## src/rtl/hrp_pkg.sv

```systemverilog
package hrp_pkg;

    typedef enum logic [3:0] {
        ST_IDLE,
        ST_SCAN_RD,
        ST_SCAN_CHK,
        ST_PICK,
        ST_FIT,
        ST_HDR,
        ST_USHIFT,
        ST_UWRITE,
        ST_LHDR_RD,
        ST_LHDR_CHK,
        ST_LDATA_RD,
        ST_LDATA_LAT,
        ST_LSHIFT,
        ST_FINISH
    } hrp_state_e;

endpackage

```

## src/rtl/hrp_rec_sizer.sv

```systemverilog
module hrp_rec_sizer #(
    parameter int NUM_MEM = 4,
    parameter int LEN_W   = 5,
    parameter int ROM_W   = 8,
    parameter int ID_W    = 2
) (
    input  logic [ID_W-1:0]          id,
    input  logic [NUM_MEM*LEN_W-1:0] mem_len,
    output logic [LEN_W-1:0]         seg_len,
    output logic [LEN_W:0]           data_words
);

    logic [LEN_W-1:0] lens [NUM_MEM];

    for (genvar g = 0; g < NUM_MEM; g++) begin : g_unpack
        assign lens[g] = mem_len[g*LEN_W +: LEN_W];
    end

    always_comb begin
        seg_len = '0;
        for (int i = 0; i < NUM_MEM; i++) begin
            if (id == ID_W'(i)) begin
                seg_len = lens[i];
            end
        end
    end

    // Words needed to hold the segment, last one zero-padded
    always_comb begin
        int unsigned nwords;
        nwords     = (int'(seg_len) + ROM_W - 1) / ROM_W;
        data_words = (LEN_W+1)'(nwords);
    end

endmodule

```

## src/rtl/hrp_next_pick.sv

```systemverilog
module hrp_next_pick #(
    parameter int NUM_MEM = 4,
    parameter int ID_W    = 2
) (
    input  logic [NUM_MEM-1:0] pending,
    output logic               found,
    output logic [ID_W-1:0]    idx
);

    // Lowest pending index wins
    always_comb begin
        found = 1'b0;
        idx   = '0;
        for (int i = NUM_MEM - 1; i >= 0; i--) begin
            if (pending[i]) begin
                found = 1'b1;
                idx   = ID_W'(i);
            end
        end
    end

endmodule

```

## src/rtl/hrp_bit_slicer.sv

```systemverilog
module hrp_bit_slicer #(
    parameter int ROM_W = 8
) (
    input  logic             clk,
    input  logic             rst_n,
    input  logic             clr,
    input  logic             ld,
    input  logic [ROM_W-1:0] ld_word,
    input  logic             cap,
    input  logic             cap_bit,
    input  logic             adv,
    output logic [ROM_W-1:0] word,
    output logic             bit_out,
    output logic             at_last
);

    localparam int IW = (ROM_W > 1) ? $clog2(ROM_W) : 1;

    logic [IW:0] pos;

    always_ff @(posedge clk or negedge rst_n) begin
        if (!rst_n) begin
            word <= '0;
            pos  <= '0;
        end else if (clr) begin
            word <= '0;
            pos  <= '0;
        end else if (ld) begin
            word <= ld_word;
            pos  <= '0;
        end else if (cap) begin
            word[pos[IW-1:0]] <= cap_bit;
            pos               <= pos + 1'b1;
        end else if (adv) begin
            pos <= pos + 1'b1;
        end
    end

    assign bit_out = word[pos[IW-1:0]];
    assign at_last = (pos == (IW+1)'(ROM_W - 1));

    // The controller must re-arm the slicer before the word overruns
    assert_pos_bound_R2: assert property (@(posedge clk) disable iff (!rst_n)
        pos <= (IW+1)'(ROM_W));

    assert_no_step_past_end_R2: assert property (@(posedge clk) disable iff (!rst_n)
        (pos == (IW+1)'(ROM_W)) |-> !(cap || adv));

endmodule

```

## src/rtl/fuse_rom_repair_ctrl.sv

```systemverilog
module fuse_rom_repair_ctrl
    import hrp_pkg::*;
#(
    parameter int NUM_MEM   = 4,
    parameter int LEN_W     = 5,
    parameter int ROM_W     = 8,
    parameter int ROM_DEPTH = 16
) (
    input  logic                                  clk,
    input  logic                                  rst_n,
    input  logic                                  start_prog,
    input  logic                                  start_load,
    input  logic [NUM_MEM-1:0]                    mem_repaired,
    input  logic [NUM_MEM*LEN_W-1:0]              mem_len,
    input  logic                                  chain_so,
    output logic                                  chain_si,
    output logic                                  chain_shift,
    output logic [NUM_MEM-1:0]                    chain_sel,
    output logic [$clog2(ROM_DEPTH)-1:0]          rom_addr,
    output logic                                  rom_wr,
    output logic [ROM_W-1:0]                      rom_wdata,
    output logic                                  rom_rd,
    input  logic [ROM_W-1:0]                      rom_rdata,
    output logic                                  busy,
    output logic                                  done,
    output logic                                  err_full
);

    localparam int ID_W = (NUM_MEM > 1) ? $clog2(NUM_MEM) : 1;
    localparam int AW   = $clog2(ROM_DEPTH);
    localparam int PW   = $clog2(ROM_DEPTH + 1);
    localparam int SW   = PW + LEN_W + 2;

    hrp_state_e state, state_nx;

    logic [PW-1:0]      ptr;
    logic [ID_W-1:0]    cur;
    logic [NUM_MEM-1:0] seen;
    logic [LEN_W-1:0]   remain;

    logic [ID_W-1:0]    hdr_id;
    logic               hdr_ok;
    logic [ID_W-1:0]    sz_id;
    logic [LEN_W-1:0]   seg_len;
    logic [LEN_W:0]     data_words;
    logic [SW-1:0]      span_end;
    logic               no_fit;
    logic               ptr_at_end;
    logic               pick_found;
    logic [ID_W-1:0]    pick_idx;
    logic [ROM_W-1:0]   hdr_word;

    logic               sl_clr, sl_ld, sl_cap, sl_adv;
    logic [ROM_W-1:0]   sl_word;
    logic               sl_bit, sl_last;

    // Header decode: valid bit, reserved bits clear, index in range
    assign hdr_id = rom_rdata[ID_W-1:0];
    assign hdr_ok = rom_rdata[ROM_W-1]
                 && ((rom_rdata[ROM_W-2:0] >> ID_W) == '0)
                 && ({1'b0, hdr_id} < (ID_W+1)'(NUM_MEM));

    assign sz_id = ((state == ST_SCAN_CHK) || (state == ST_LHDR_CHK)) ? hdr_id : cur;

    hrp_rec_sizer #(
        .NUM_MEM (NUM_MEM),
        .LEN_W   (LEN_W),
        .ROM_W   (ROM_W),
        .ID_W    (ID_W)
    ) u_sizer (
        .id         (sz_id),
        .mem_len    (mem_len),
        .seg_len    (seg_len),
        .data_words (data_words)
    );

    hrp_next_pick #(
        .NUM_MEM (NUM_MEM),
        .ID_W    (ID_W)
    ) u_pick (
        .pending (mem_repaired & ~seen),
        .found   (pick_found),
        .idx     (pick_idx)
    );

    hrp_bit_slicer #(
        .ROM_W (ROM_W)
    ) u_slicer (
        .clk     (clk),
        .rst_n   (rst_n),
        .clr     (sl_clr),
        .ld      (sl_ld),
        .ld_word (rom_rdata),
        .cap     (sl_cap),
        .cap_bit (chain_so),
        .adv     (sl_adv),
        .word    (sl_word),
        .bit_out (sl_bit),
        .at_last (sl_last)
    );

    assign span_end   = SW'(ptr) + SW'(data_words) + SW'(1);
    assign no_fit     = span_end > SW'(ROM_DEPTH);
    assign ptr_at_end = ptr >= PW'(ROM_DEPTH);

    always_comb begin
        hdr_word                  = '0;
        hdr_word[ROM_W-1]         = 1'b1;
        hdr_word[ID_W-1:0]        = cur;
    end

    // State register
    always_ff @(posedge clk or negedge rst_n) begin
        if (!rst_n) begin
            state <= ST_IDLE;
        end else begin
            state <= state_nx;
        end
    end

    // Next state
    always_comb begin
        state_nx = state;
        unique case (state)
            ST_IDLE: begin
                if (start_prog) begin
                    state_nx = ST_SCAN_RD;
                end else if (start_load) begin
                    state_nx = ST_LHDR_RD;
                end
            end
            ST_SCAN_RD:   state_nx = ptr_at_end ? ST_PICK : ST_SCAN_CHK;
            ST_SCAN_CHK:  state_nx = hdr_ok ? ST_SCAN_RD : ST_PICK;
            ST_PICK:      state_nx = pick_found ? ST_FIT : ST_FINISH;
            ST_FIT:       state_nx = no_fit ? ST_FINISH : ST_HDR;
            ST_HDR:       state_nx = (seg_len == '0) ? ST_PICK : ST_USHIFT;
            ST_USHIFT: begin
                if ((remain == LEN_W'(1)) || sl_last) begin
                    state_nx = ST_UWRITE;
                end
            end
            ST_UWRITE:    state_nx = (remain == '0) ? ST_PICK : ST_USHIFT;
            ST_LHDR_RD:   state_nx = ptr_at_end ? ST_FINISH : ST_LHDR_CHK;
            ST_LHDR_CHK: begin
                if (!hdr_ok) begin
                    state_nx = ST_FINISH;
                end else if (seg_len == '0) begin
                    state_nx = ST_LHDR_RD;
                end else begin
                    state_nx = ST_LDATA_RD;
                end
            end
            ST_LDATA_RD:  state_nx = ptr_at_end ? ST_FINISH : ST_LDATA_LAT;
            ST_LDATA_LAT: state_nx = ST_LSHIFT;
            ST_LSHIFT: begin
                if (remain == LEN_W'(1)) begin
                    state_nx = ST_LHDR_RD;
                end else if (sl_last) begin
                    state_nx = ST_LDATA_RD;
                end
            end
            ST_FINISH:    state_nx = ST_IDLE;
            default:      state_nx = ST_IDLE;
        endcase
    end

    // Walk pointer, segment bookkeeping and error flag
    always_ff @(posedge clk or negedge rst_n) begin
        if (!rst_n) begin
            ptr      <= '0;
            cur      <= '0;
            seen     <= '0;
            remain   <= '0;
            err_full <= 1'b0;
        end else begin
            unique case (state)
                ST_IDLE: begin
                    if (start_prog || start_load) begin
                        ptr  <= '0;
                        cur  <= '0;
                        seen <= '0;
                    end
                end
                ST_SCAN_CHK: begin
                    if (hdr_ok) begin
                        seen[hdr_id] <= 1'b1;
                        ptr <= no_fit ? PW'(ROM_DEPTH) : PW'(span_end);
                    end
                end
                ST_PICK: begin
                    if (pick_found) begin
                        cur <= pick_idx;
                    end
                end
                ST_FIT: begin
                    if (no_fit) begin
                        err_full <= 1'b1;
                    end
                end
                ST_HDR: begin
                    ptr    <= ptr + 1'b1;
                    remain <= seg_len;
                    if (seg_len == '0) begin
                        seen[cur] <= 1'b1;
                    end
                end
                ST_USHIFT: begin
                    remain <= remain - 1'b1;
                end
                ST_UWRITE: begin
                    ptr <= ptr + 1'b1;
                    if (remain == '0) begin
                        seen[cur] <= 1'b1;
                    end
                end
                ST_LHDR_CHK: begin
                    if (hdr_ok) begin
                        cur    <= hdr_id;
                        remain <= seg_len;
                        ptr    <= ptr + 1'b1;
                    end
                end
                ST_LDATA_LAT: begin
                    ptr <= ptr + 1'b1;
                end
                ST_LSHIFT: begin
                    remain <= remain - 1'b1;
                end
                default: begin
                end
            endcase
        end
    end

    // Outputs
    always_comb begin
        sl_clr      = 1'b0;
        sl_ld       = 1'b0;
        sl_cap      = 1'b0;
        sl_adv      = 1'b0;
        rom_rd      = 1'b0;
        rom_wr      = 1'b0;
        rom_wdata   = '0;
        chain_sel   = '0;
        chain_shift = 1'b0;
        chain_si    = 1'b0;
        rom_addr    = ptr[AW-1:0];
        busy        = (state != ST_IDLE);
        done        = (state == ST_FINISH);
        unique case (state)
            ST_SCAN_RD, ST_LHDR_RD, ST_LDATA_RD: begin
                rom_rd = !ptr_at_end;
            end
            ST_HDR: begin
                rom_wr    = 1'b1;
                rom_wdata = hdr_word;
                sl_clr    = 1'b1;
            end
            ST_USHIFT: begin
                chain_sel   = NUM_MEM'(1) << cur;
                chain_shift = 1'b1;
                chain_si    = chain_so;
                sl_cap      = 1'b1;
            end
            ST_UWRITE: begin
                rom_wr    = 1'b1;
                rom_wdata = sl_word;
                sl_clr    = 1'b1;
            end
            ST_LDATA_LAT: begin
                sl_ld = 1'b1;
            end
            ST_LSHIFT: begin
                chain_sel   = NUM_MEM'(1) << cur;
                chain_shift = 1'b1;
                chain_si    = sl_bit;
                sl_adv      = 1'b1;
            end
            default: begin
            end
        endcase
    end

    assert_wr_in_range_R6: assert property (@(posedge clk) disable iff (!rst_n)
        rom_wr |-> (ptr < PW'(ROM_DEPTH)));

    assert_err_sticky_R6: assert property (@(posedge clk) disable iff (!rst_n)
        err_full |=> err_full);

    assert_single_seg_R8: assert property (@(posedge clk) disable iff (!rst_n)
        chain_shift |-> ($countones(chain_sel) == 1));

    assert_idle_quiet_R8: assert property (@(posedge clk) disable iff (!rst_n)
        !busy |-> ((chain_sel == '0) && !chain_shift && !rom_wr && !rom_rd));

    assert_done_pulse_R9: assert property (@(posedge clk) disable iff (!rst_n)
        done |=> (!done && !busy));

    assert_port_excl_R2: assert property (@(posedge clk) disable iff (!rst_n)
        !(rom_rd && rom_wr));

endmodule

```

## config.mk

```make
export PLATFORM = sky130hd
export DESIGN_NAME = fuse_rom_repair_ctrl
export DESIGN_NICKNAME = d
export VERILOG_FILES = /design/src/rtl/hrp_pkg.sv /design/src/rtl/hrp_rec_sizer.sv /design/src/rtl/hrp_next_pick.sv /design/src/rtl/hrp_bit_slicer.sv /design/src/rtl/fuse_rom_repair_ctrl.sv
export SDC_FILE = /design/constraint.sdc
export NUM_CORES = 1
export LEC_CHECK = 0
export BUFFER_PORTS_ARGS = -buffer_cell sky130_fd_sc_hd__buf_2
export CAP_MARGIN = 20
export CORE_UTILIZATION = 38
export CTS_BUF_LIST = sky130_fd_sc_hd__clkbuf_16
export DETAILED_ROUTE_END_ITERATION = 12
export SYNTH_ARGS = -nofsm -noshare
export SYNTH_HDL_FRONTEND = slang
export SYNTH_SLANG_ARGS = --single-unit
```

## constraint.sdc

```tcl
create_clock -name clk -period 11.5 [get_ports clk]
set_input_delay 0 -clock clk [delete_from_list [all_inputs] [get_ports clk]]
set_output_delay 0 -clock clk [all_outputs]
set_load 0.01 [all_outputs]
```

Word level (Yosys, flattened, before mapping) --
Cells that the tools add are included.
Storage, ports and cells: flip-flop bits (word level) 33, bits of input ports 37, output and inout port bits 23, word-level logic and storage cells 158
Operators by class: $add $sub $neg 8, $lt $le $gt $ge 8, equal/unequal tests 27, shift-type cells 1, multiplexer cells 70, bitwise logic cells 5, reduce and logical (&&, ||, !) cells 31
Operators with widths (number):
- $mux 4 | 16
- $pmux 4 s13 | 1
- $mux 5 | 9
- $eq 4x4->1 const B | 6
- $mux 8 | 3
- $eq 4x3->1 const B | 5
- $mux 2 | 10
- $pmux 5 s4 | 1
- $pmux 4 s4 | 1
- $pmux 8 s2 | 1
- $reduce_bool 4->1 | 4
- $mux 1 | 15
- $mux 3 | 5
- $pmux 5 s3 | 1
- $ne 2x2->1 const B | 7
- $logic_not 5->1 | 2
- $reduce_bool 3->1 | 3
- $reduce_or 3->1 | 3
- $add 7x1->8 const B | 1
- $bwmux 8 | 1
- $eq 4x2->1 const B | 2
- $gt 8x5->1 const B | 1
- $or 4x4->4 | 2
- $reduce_and 4->1 | 2
- other kinds (36) | 48

Depth between registers and ports, before layout --
word-level depth 19, gate-level depth with buffers 18, depth with buffers taken out 16

Modules after synthesis --
Synthesis repeated with hierarchy kept, for this count alone.
Unflattened totals: cells, all modules 374, area, all modules 3133.0 um^2
Modules (own cells, without submodules):
- fuse_rom_repair_ctrl | times used 1, cells each 281, area each 2109.5 um^2, sequential area each 525.5 um^2
- hrp_bit_slicer | times used 1, cells each 70, area each 778.2 um^2, sequential area each 300.3 um^2
- hrp_rec_sizer | times used 1, cells each 16, area each 210.2 um^2, sequential area each 0.0 um^2
- hrp_next_pick | times used 1, cells each 7, area each 35.0 um^2, sequential area each 0.0 um^2

Worst setup path after synthesis --
No wires, ideal clock.
kind register to register, start point register state[3], end point register ptr[2], library setup time 0.083 ns, arrival time 3.776 ns, required time 11.417 ns, slack 7.641 ns, cell stages (with the launch flop) 18, buffers on the path 1, period minus slack after synthesis 3.859 ns, path through dfrtp_1 buf_6 nor4b_2 o21a_1 o31a_1 a211o_1 a22oi_4 nand2_1 xnor2_1 ha_1 fa_1 xor2_1 nand3_1 nor4b_1 a211oi_1 and2_1 o32a_1 o21ai_0
On the way: longest elaborated chain between the ends 19, elaborated cells on any way between the ends 33, those cells by class add/sub: 5; order compare: 1; eq/ne: 11; mux: 8; bitwise: 1; reduce/logical: 7
Ends and longest elaborated chain:
- start: declaration | RTL line fuse_rom_repair_ctrl.sv:34 | hrp_state_e state, state_nx;
- start signal: assignment | RTL line fuse_rom_repair_ctrl.sv:117 | state <= state_nx;
- $eq 4x2->1 or $eq 4x4->1 (tied branches) | RTL line fuse_rom_repair_ctrl.sv:63, fuse_rom_repair_ctrl.sv:176
- $logic_or 1x1->1 | RTL line fuse_rom_repair_ctrl.sv:63 | assign sz_id = ((state == ST_SCAN_CHK) || (state == ST_LHDR_CHK)) ? hdr_id : cur;
- $mux 2 | RTL line fuse_rom_repair_ctrl.sv:63
- $logic_not 2->1 | RTL line hrp_rec_sizer.sv:22 | if (id == ID_W'(i)) begin
- $mux 5 (4 in series) | RTL line hrp_rec_sizer.sv:22
- $add 5x4->6 | RTL line hrp_rec_sizer.sv:31 | nwords = (int'(seg_len) + ROM_W - 1) / ROM_W;
- $sub 6x1->7 | RTL line hrp_rec_sizer.sv:31
- $reduce_or 3->1 (no source line)
- $and 1x1->1 (no source line)
- $add 6x1->6 (no source line)
- $add 5x6->7 | RTL line fuse_rom_repair_ctrl.sv:102 | assign span_end = SW'(ptr) + SW'(data_words) + SW'(1);
- $add 7x1->8 | RTL line fuse_rom_repair_ctrl.sv:102
- $gt 8x5->1 | RTL line fuse_rom_repair_ctrl.sv:103 | assign no_fit = span_end > SW'(ROM_DEPTH);
- $mux 5 | RTL line fuse_rom_repair_ctrl.sv:187 | ptr <= no_fit ? PW'(ROM_DEPTH) : PW'(span_end);
- $mux 5 | RTL line fuse_rom_repair_ctrl.sv:185 | if (hdr_ok) begin
- $pmux 5 s4 | RTL line fuse_rom_repair_ctrl.sv:176 | unique case (state)
- end signal: assignment | RTL line fuse_rom_repair_ctrl.sv:187
- end signal: assignment | RTL line fuse_rom_repair_ctrl.sv:201 | ptr <= ptr + 1'b1;
- end signal: assignment | RTL line fuse_rom_repair_ctrl.sv:211 | ptr <= ptr + 1'b1;
- end: declaration | RTL line fuse_rom_repair_ctrl.sv:36 | logic [PW-1:0] ptr;
Parallel ways exist; a longest one is shown, timed or not. The select of a mux whose other input is x is not followed. A chain may end at the register's enable or synchronous reset.

Worst setup path after layout --
start point register state[0], end point register ptr[1]
Same word-level chain as after synthesis.

==> results.ini <==
[clock_network]
cts-root-buf = clkbuf_16
clkLatencyLatePin_ns = 0.28
cts_tree = yes
htreeDepth = 2
path_clk_slew_ns = 0.05
clock_path_buffers = 2
ctsResizeCount = 0
cts_sinks = 33
numCtsBuffers = 5

[timing]
final.setup.tns_ns = 0
fin_crit_ns = 4.850
finalHoldViolCount = 0
timing.final.crit_share_pct = 42.17
drv_slew = 0
setup_viol = 0
tightest_slew_ns = 0.9922
hold_ws_ns = 0.1263
clock-skew-final_ns = 0.003489
rsz0062_at_grt = false
max_freq_ghz = 0.2062
slew_headroom_pct = 33.85

[pwr]
power_mw = 1.135
p_clk_share_pct = 11.3
powerDensity_nw_per_um2 = 308.8
swShare_pct = 52.18
pwr-share-comb_pct = 65.8
vdd_ir_drop_max_v = 0.0001033
p_int_mw = 0.5430
seqPwrFrac_pct = 22.9
cellLeakagePower_nw = 1.603
p_switching_mw = 0.5925

[placed_design]
port_buffers = 59
place.gp.congestion = 0.8612
dp_hpwl_mm = 6.741

[cells_and_area]
utilization_pct = 44.53
area.growth.synth_to_final_pct = 13.34
diodes = 0
fillers = 862
drive_gt1_share_pct = 19.74
final_nets = 506

[routing]
detail_route.wl_per_cell_um = 16.33
drt_iter0_drc = 297
viasPerCell = 5.882
dr.pass1.iters = 5
top_layer = met4
wl_met3_um = 656
wl_mm = 9.240
drt-met1-wl_mm = 4.160
ant_nets = 0
drc = 0
routed-wl-met2_mm = 4.302
vias = 3329

[outcome]
status = finished clean

[synth]
yosysWarnings = 0
synth.area.top_cells = dfrtp_1 25%, a21oi_1 7.4%, nand2_1 4.5%
ys_top_cells_by_count = 48 x a21oi_1, 39 x nand2_1, 33 x dfrtp_1, 28 x nor2_1, 24 x o21ai_0
synth-edff-count = 0
syn-num-nets = 468
ys_ff_latch = 33
synthArstFlopShare_pct = 100.0
synth-seq-area-share_pct = 25.45
synthDistinctLibCells = 70
synth_top_area_share_pct = 25.45
synth-main-ff-cell = dfrtp_1
yosysMostFrequentCell = a21oi_1
avgSynthCellArea_um2 = 7.688
syn_inst = 422
netlist_area_um2 = 3244
synth_area_leader_cell = dfrtp_1

[die]
die_w_um = 94.40
io_pins = 60
die_h_um = 94.40
core_area_um2 = 8258
die-area_um2 = 8911
fp-row-count = 33
initial_core_util_pct = 39.29

[worst_setup_path]
r2r_slack_ns = 6.65
required_ns = 11.70
worstReg2RegEnd = ptr[1]$_DFFE_PN0P_
cp-end-kind = register
crit_fanout = 31
arrival_ns = 5.05
reg2reg_depth = 16
rr_startpoint = state[0]$_DFFE_PN0P_
worst_setup_path_start_kind = register
crit_type = register to register

[min_path]
min_from = rom_rdata[3]
hold_path_class = primary input to register
whs_path_depth = 4
min_to = u_slicer.word[3]$_DFFE_PN0P_

[grt]
overflow = 0
grt_pass1_vias = 3055
grt_antenna_before_repair = 0
grt_first_pass_wirelength_mm = 15.09
grt_start_max_net_pins = 35
grt_usage_pct = 21.56

[run]
drv_cap = 0

==> what timing repair did <==
| item | CTS | global route |
|---|---|---|
| hold endpoints to repair | 33 | 0 |
| hold buffers | 1 | 0 |
| buffers inserted | 0 | 0 |
==> layout by cell type (no fill, tap or decap), types with 9 or more instances in the layout <==
master / instances
nor2_1: 28
nor2b_1: 14
inv_1: 21
and2_1: 9
nand4_1: 12
nand3_1: 16
a21oi_1: 48
dfrtp_1: 33
o21ai_0: 24
nand2_1: 39
nor3_1: 9
buf_2: 59
mux2_2: 10
==> flip-flops by register name, indices dropped and copies added (netlist names) <==
| name | flops |
|---|---|
| err_full | 1 |
| ptr | 5 |
| u_slicer.pos | 4 |
| u_slicer.word | 8 |
| seen | 4 |
| cur | 2 |
| state | 4 |
| remain | 5 |
==> final cells by class <==
type,count,area [um^2],area share (%)
timing repair buffer,61,312.8,8.506
clock inverter,3,11.26,0.3062
sequential,33,825.8,22.46
clock buffer,5,125.1,3.403
multi-input combinational,340,2200,59.82
tap,105,131.4,3.573
inverter,19,71.32,1.939
==> how the worst max path moves through the flow <==
stage,start,cells past startpoint,endpoint
2_1_floorplan,state[3]$_DFFE_PN0P_,17,ptr[2]$_DFFE_PN0P_
3_3_place_gp,state[0]$_DFFE_PN0P_,16,ptr[1]$_DFFE_PN0P_
3_5_place_dp,state[0]$_DFFE_PN0P_,16,ptr[1]$_DFFE_PN0P_
4_1_cts,state[0]$_DFFE_PN0P_,16,ptr[1]$_DFFE_PN0P_
5_1_grt,state[1]$_DFFE_PN0P_,16,ptr[1]$_DFFE_PN0P_
6_report,state[0]$_DFFE_PN0P_,16,ptr[1]$_DFFE_PN0P_
==> logic make-up after synthesis <==
group / after synthesis / share of synthesized area [%]
buffers and inverters: 49 / 6.748
AND/OR/NAND/NOR: 168 / 27.84
adder cells (fa/ha/maj): 9 / 3.702
XOR/XNOR: 6 / 1.620
multiplexers: 16 / 5.322
AO/OA/AOI/OAI: 141 / 29.31
flip-flops: 33 / 25.45
==> worst max-delay path, stage by stage (launching register included) <==
cell and delay, ns:
dfrtp_1 0.95, a21oi_1 0.20, o21a_1 0.29, nor3_2 0.44, o211ai_1 0.25, a22oi_4 0.37, nand2_1 0.11, xnor2_1 0.15
ha_1 0.22, fa_1 0.43, xor2_1 0.21, nand3_1 0.13, nor4b_1 0.25, a211oi_1 0.11, and2_1 0.23, o32a_1 0.29
o21ai_0 0.14
==> layer usage <==
layer | vias to the layer above | GRT usage [%]
li1 | 1634 | -
met1 | 1537 | 28.78
met2 | 142 | 35.33
met3 | 16 | 4.026
met4 | 0 | 6.282
met5 | - | 0
==> power by group through the flow <==
stage | logic (mW) | clock network, mW | registers, mW
after floorplan | 0.647 | 0 | 0.187
after global placement | 0.720 | 0 | 0.259
after detailed placement | 0.735 | 0 | 0.259
after CTS | 0.742 | 0.129 | 0.258
after global routing | 0.831 | 0.134 | 0.272
final | 0.748 | 0.128 | 0.260
==> stage by stage <==
step | area (um^2) | cells | worst slack, ns
finish | 3677 | 566 | 6.650
global route | 3677 | 566 | 6.236
CTS | 3677 | 566 | 6.687
detailed placement | 3531 | 557 | 6.688
global placement | 3531 | 557 | 6.857
floorplan | 3244 | 422 | 7.641
Power figures use the tool's default switching activity.
